**src/rtl/irr_pkg.sv**
```systemverilog
package irr_pkg;
    localparam logic [7:0] ADDR_SEL = 8'h00;
    localparam logic [7:0] ADDR_WIN = 8'h10;
    localparam logic [7:0] ADDR_EOI = 8'h40;

    localparam logic [7:0] IDX_ID   = 8'h00;
    localparam logic [7:0] IDX_VER  = 8'h01;
    localparam logic [7:0] TBL_BASE = 8'h10;

    localparam int B_BUSY = 12;
    localparam int B_RIRR = 14;
    localparam int B_TRIG = 15;
    localparam int B_MASK = 16;

    localparam logic [63:0] RO_BITS   = (64'd1 << B_BUSY) | (64'd1 << B_RIRR);
    localparam logic [63:0] ENTRY_RST = 64'd1 << B_MASK;

    localparam int ID_SHIFT = 24;
    localparam int ID_W     = 4;

    typedef enum logic [1:0] {
        TGT_ID,
        TGT_VER,
        TGT_ENT,
        TGT_NONE
    } tgt_e;
endpackage

```
**src/rtl/irr_decode.sv**
```systemverilog
module irr_decode
    import irr_pkg::*;
#(
    parameter int PINS = 24,
    parameter int IW   = $clog2(PINS)
) (
    input  logic [7:0]    sel,
    output tgt_e          kind,
    output logic [IW-1:0] idx,
    output logic          upper
);
    logic [7:0] off;
    logic       in_tbl;

    assign off    = sel - TBL_BASE;
    assign in_tbl = (sel >= TBL_BASE) && ({1'b0, off[7:1]} < 8'(PINS));
    assign upper  = sel[0];
    assign idx    = off[IW:1];

    always_comb begin
        if (sel == IDX_ID)       kind = TGT_ID;
        else if (sel == IDX_VER) kind = TGT_VER;
        else if (in_tbl)         kind = TGT_ENT;
        else                     kind = TGT_NONE;
    end
endmodule

```
**src/rtl/irr_entry.sv**
```systemverilog
module irr_entry
    import irr_pkg::*;
(
    input  logic        clk,
    input  logic        rst_n,
    input  logic        wr,
    input  logic        upper,
    input  logic [31:0] wdata,
    input  logic        rirr_set,
    input  logic        rirr_clr,
    input  logic        busy,
    output logic [63:0] entry
);
    logic [63:0] merged;
    logic [63:0] nxt;
    logic        rirr_hw;

    assign merged  = upper ? {wdata, entry[31:0]} : {entry[63:32], wdata};
    assign rirr_hw = (entry[B_RIRR] | rirr_set) & ~rirr_clr;

    always_comb begin
        if (wr) begin
            nxt         = merged & ~RO_BITS;
            nxt[B_RIRR] = merged[B_TRIG] ? rirr_hw : 1'b0;
        end else begin
            nxt         = entry;
            nxt[B_RIRR] = rirr_hw;
        end
        nxt[B_BUSY] = busy;
    end

    always_ff @(posedge clk or negedge rst_n) begin
        if (!rst_n) entry <= ENTRY_RST;
        else        entry <= nxt;
    end
endmodule

```
**src/rtl/irr_regs.sv**
```systemverilog
module irr_regs
    import irr_pkg::*;
#(
    parameter logic [7:0] VERSION = 8'h20,
    parameter int         PINS    = 24
) (
    input  logic               clk,
    input  logic               rst_n,
    input  logic               bus_we,
    input  logic [7:0]         bus_addr,
    input  logic [31:0]        bus_wdata,
    input  logic               bus_word,
    output logic [31:0]        bus_rdata,
    input  logic [PINS-1:0]    hw_rirr_set,
    input  logic [PINS-1:0]    hw_rirr_clr,
    input  logic [PINS-1:0]    hw_busy,
    output logic [PINS*64-1:0] tbl_flat,
    output logic [PINS-1:0]    storm_clr,
    output logic               eoi_valid,
    output logic [7:0]         eoi_vector
);
    localparam int         IW     = $clog2(PINS);
    localparam logic [7:0] MAX_IX = 8'(PINS - 1);

    logic [7:0]      sel_q;
    logic [ID_W-1:0] id_q;
    tgt_e            kind;
    logic [IW-1:0]   idx;
    logic            upper;
    logic            win_wr;
    logic [PINS-1:0] ent_wr;
    logic [63:0]     ent_q [PINS];

    irr_decode #(.PINS(PINS), .IW(IW)) u_dec (
        .sel   (sel_q),
        .kind  (kind),
        .idx   (idx),
        .upper (upper)
    );

    assign win_wr = bus_we && (bus_addr == ADDR_WIN);

    always_ff @(posedge clk or negedge rst_n) begin
        if (!rst_n) begin
            sel_q <= '0;
            id_q  <= '0;
        end else begin
            if (bus_we && bus_addr == ADDR_SEL) sel_q <= bus_wdata[7:0];
            if (win_wr && kind == TGT_ID)       id_q  <= bus_wdata[ID_SHIFT +: ID_W];
        end
    end

    for (genvar n = 0; n < PINS; n++) begin : g_ent
        assign ent_wr[n] = win_wr && (kind == TGT_ENT) && (idx == IW'(n));
        irr_entry u_ent (
            .clk      (clk),
            .rst_n    (rst_n),
            .wr       (ent_wr[n]),
            .upper    (upper),
            .wdata    (bus_wdata),
            .rirr_set (hw_rirr_set[n]),
            .rirr_clr (hw_rirr_clr[n]),
            .busy     (hw_busy[n]),
            .entry    (ent_q[n])
        );
        assign tbl_flat[n*64 +: 64] = ent_q[n];
    end

    always_ff @(posedge clk or negedge rst_n) begin
        if (!rst_n) storm_clr <= '0;
        else        storm_clr <= ent_wr;
    end

    if (VERSION == 8'h20) begin : g_eoi
        always_ff @(posedge clk or negedge rst_n) begin
            if (!rst_n) begin
                eoi_valid  <= 1'b0;
                eoi_vector <= '0;
            end else begin
                eoi_valid <= bus_we && bus_word && (bus_addr == ADDR_EOI);
                if (bus_we && bus_word && bus_addr == ADDR_EOI)
                    eoi_vector <= bus_wdata[7:0];
            end
        end
    end else begin : g_no_eoi
        assign eoi_valid  = 1'b0;
        assign eoi_vector = '0;
    end

    always_comb begin
        bus_rdata = '0;
        if (bus_addr == ADDR_SEL) begin
            bus_rdata = {24'd0, sel_q};
        end else if (bus_addr == ADDR_WIN) begin
            unique case (kind)
                TGT_ID:   bus_rdata = 32'(id_q) << ID_SHIFT;
                TGT_VER:  bus_rdata = {8'h00, MAX_IX, 8'h00, VERSION};
                TGT_ENT:  bus_rdata = upper ? ent_q[idx][63:32] : ent_q[idx][31:0];
                TGT_NONE: bus_rdata = '0;
            endcase
        end
    end
endmodule

```
**config.mk**
```make
export PLATFORM = sky130hd
export DESIGN_NAME = irr_regs
export DESIGN_NICKNAME = d
export VERILOG_FILES = /design/src/rtl/irr_pkg.sv /design/src/rtl/irr_decode.sv /design/src/rtl/irr_entry.sv /design/src/rtl/irr_regs.sv
export SDC_FILE = /design/constraint.sdc
export NUM_CORES = 2
export LEC_CHECK = 0
export BUFFER_PORTS_ARGS = -buffer_cell sky130_fd_sc_hd__buf_2
export CORE_AREA = 5 5 674 676
export DETAILED_ROUTE_END_ITERATION = 6
export DIE_AREA = 0 0 679 681
export GPL_TIMING_DRIVEN = 0
export PLACE_DENSITY_LB_ADDON = 0.12
export SYNTH_ARGS = -nofsm -noshare
export SYNTH_HDL_FRONTEND = slang
export SYNTH_SLANG_ARGS = --single-unit
```
**constraint.sdc**
```tcl
create_clock -name clk -period 3.45 [get_ports clk]
set_clock_uncertainty 0.1 [all_clocks]
set_input_delay 0.69 -clock clk [delete_from_list [all_inputs] [get_ports clk]]
set_output_delay 0.69 -clock clk [all_outputs]
set_load 0.005 [all_outputs]
```
==> flow_metrics.tcl <==
set metrics [dict create \
    synth_edf_count 0 \
    design_area_mm2 0.106 \
    path_clk_slew_ns 0.06 \
    via_count 60100 \
    reg2reg_depth 13 \
    p_clk_frac 0.511 \
    fin_util 0.236 \
    finalPower_mw 46.8 \
    post-route-period-util 1.41 \
    grt_antenna_before_repair 141 \
    drt-total-wl_um 682000 \
    die_w_um 679 \
    synth_ff_type "dfrtp_1" \
    p_int_mw 33.7 \
    p_comb_frac 0.091 \
    drt_iter0_markers 5307 \
    cap_violations 3 \
    ys_types 63 \
    dp_hpwl_um 537000 \
    grt_pass1_vias 58780 \
    yosysSeqAreaShare 0.548 \
    path_class "reg -> out" \
    dieHeight_um 681 \
    finish.net_count 7183 \
    clk_latency_ns 0.96 \
    hold_class "in -> reg" \
    place.gp.congestion 0.901 \
    start_util 0.161 \
    rsz0062_at_grt "yes" \
    grt_overflow 0 \
    cp_slowest_cell "nand4_1" \
    r2r_start "sel_q[4]" \
    wl_per_cell_um 51.4 \
    worst_pin_slew_ns 1.54 \
    endpoint_kind "output pin" \
    fin_ws_ns -1.42 \
    drt_pre_antenna_iters 5 \
    syn_area_mm2 0.0723 \
    r2r_end "g_ent[14].u_ent.entry[13]" \
    drc 0 \
    max_freq_ghz 0.206 \
    relSlewSlack -0.0277 \
    critPathMaxStageDelay_ns 0.53 \
    crit_path_cell_trace "clkinv_4, buf_16, buf_16, clkbuf_16, ha_4, clkbuf_16, clkbuf_16, nand4_1, nand3_2, o311a_1, buf_6" \
    period_needed_ns 4.87 \
    syn_nets 4897 \
    cts_htree_levels 4 \
    swShare 0.280 \
    p_sw_mw 13.1 \
    syn2layout_area_growth_pct 46.1 \
    crit_required_ns 2.66 \
    cp_common_cell "clkbuf_16" \
    cts_buffer_depth 4 \
    p_seq_frac 0.399 \
    worstSetupStartpointType "flop" \
    cts_tree "yes" \
    status "finished, violations left" \
    worstHoldStart "bus_wdata[11]" \
    worstPathArrival_ns 4.08 \
    dpl_cell_area_mm2 0.0895 \
    min_to "g_ent[6].u_ent.entry[11]" \
    postSynthCellCount 4779 \
    yosysWarnings 0 \
    clockRootBuffer "clkbuf_16" \
    final_layout_size_suffix_gt1_frac 0.657 \
    postSynth.asyncResetShare 1.00 \
    cts_sinks 1581 \
    numCtsBuffers 217 \
    place_ws_ns -3.59 \
    vias_per_cell 4.53 \
    io_buffer_count 1686 \
    rows 246 \
    die_area_mm2 0.462 \
    grt_max_degree 148 \
    final_cell_mix "buf_2 (1,771), dfrtp_1 (1,553), mux2_2 (1,537)" \
    synth.ff_latch_count 1581 \
    rrSetupSlack_ns -1.04 \
    grt_pass1_wl_um 815000 \
    drv_slew 22 \
    powerDensity_mw_per_mm2 443 \
    syn_area_per_cell_um2 15.1 \
    grt_usage 0.281 \
    setup-tns-final_ns -809.59 \
    coreArea_mm2 0.448 \
    whs_path_depth 2 \
    crit_fanout 6 \
    vdd_drop_max_uv 433 \
    antenna_left 0 \
    leakage_nw 52.6 \
    setup_viol 1528 \
    finalHoldViolations 0 \
    layout_commonest_cell "buf_2" \
    top_level_ports 1717 \
    violations "max-capacitance violations, max-slew violations, negative setup slack" \
]
## cells by family after synthesis
group | after synthesis | share of synthesized area
compound gates | 281 | 0.0271
fa+ha+maj | 2 | 0.000346
buf+inv | 478 | 0.0292
flops | 1581 | 0.548
mux | 2084 | 0.371
simple gates | 353 | 0.0247
## worst max-delay path, delay by kind of cell, from the launching register on
| kind | cells | cell delay (ns) |
|---|---|---|
| AND/OR/NAND/NOR | 2 | 0.82 |
| AO/OA/AOI/OAI | 1 | 0.19 |
| flip-flops | 1 | 0.51 |
| buffers and inverters | 7 | 1.19 |
| adder cells (fa/ha/maj) | 1 | 0.33 |
## per-stage QoR
stage,instances,hold WS (ns)
floorplan,4779,0.294
global placement,12417,0.390
detailed placement,12476,0.393
CTS,13055,0.110
global route,13198,0.198
finish,13253,0.227
## final cells by class
cell class	instances	area (µm²)
diodes	69	173
plain buffers	463	4740
clock buffers	335	6450
clock inverters	51	850
fillers	47498	342000
inverters	7	38.8
multi-input cells	2720	32300
flip-flops and latches	1581	39600
well taps	5952	7450
repair buffers	2075	13900
## Yosys cell counts, types with 22 or more instances
library cell | number | area, µm²
dfstp_2 | 24 | 631
nor2_1 | 108 | 405
a211oi_1 | 35 | 263
mux4_2 | 318 | 7160
a21oi_1 | 39 | 195
o22ai_1 | 58 | 363
mux2_2 | 1538 | 17300
dfrtp_1 | 1557 | 39000
nand4_1 | 41 | 257
clkbuf_1 | 219 | 822
nor3_1 | 22 | 110
nand3_1 | 28 | 140
mux2i_1 | 213 | 2130
nand2_1 | 61 | 229
buf_2 | 222 | 1110
o21ai_0 | 39 | 195
## routing by layer
metal  global-route usage  share of wire  up-vias
met4                0.104          0.046        0
met2                0.457           0.46     3102
met5                    0              0        -
li1                     -              -    22667
met1                0.359           0.42    33548
met3               0.0702          0.075      783
## sequential cells by signal (all words and copies together), names as in the netlist
register and flops:
g_ent.u_ent.entry 1536, storm_clr 24, eoi_vector 8, sel_q 8
id_q 4, eoi_valid 1
## timing repair
| action | 4_1_cts | 5_1_grt |
|---|---|---|
| buffers inserted | 106 | 114 |
| endpoints found under the setup margin | 1810 | 1833 |
| hold buffers | 79 | 0 |
| cloned | 11 | 19 |
| gates resized for setup | 744 | 382 |
| pin swaps | 33 | 50 |
| endpoints found under the hold margin | 243 | 0 |
## how the worst max path moves through the flow
stage / startpoint / end / slack [ns] / depth (start not counted)
floorplan: sel_q[4] / bus_rdata[20] / 0.05 / 11
global placement: rst_n / g_ent[1].u_ent.entry[41] / -38.97 / 1
detailed placement: sel_q[4] / bus_rdata[17] / -3.59 / 11
CTS: sel_q[2] / bus_rdata[16] / -1.45 / 10
global route: sel_q[4] / bus_rdata[16] / -1.39 / 11
finish: sel_q[4] / bus_rdata[16] / -1.42 / 11
## power by group through the flow
stage / Combinational, mW / Sequential (mW) / Clock, mW
floorplan: 0.879 / 19.0 / 0
global placement: 3.18 / 19.0 / 0
detailed placement: 3.32 / 19.0 / 0
CTS: 4.01 / 18.7 / 24.4
global route: 4.35 / 18.7 / 25.0
finish: 4.24 / 18.7 / 23.9
(Power assumes the default switching activity.)
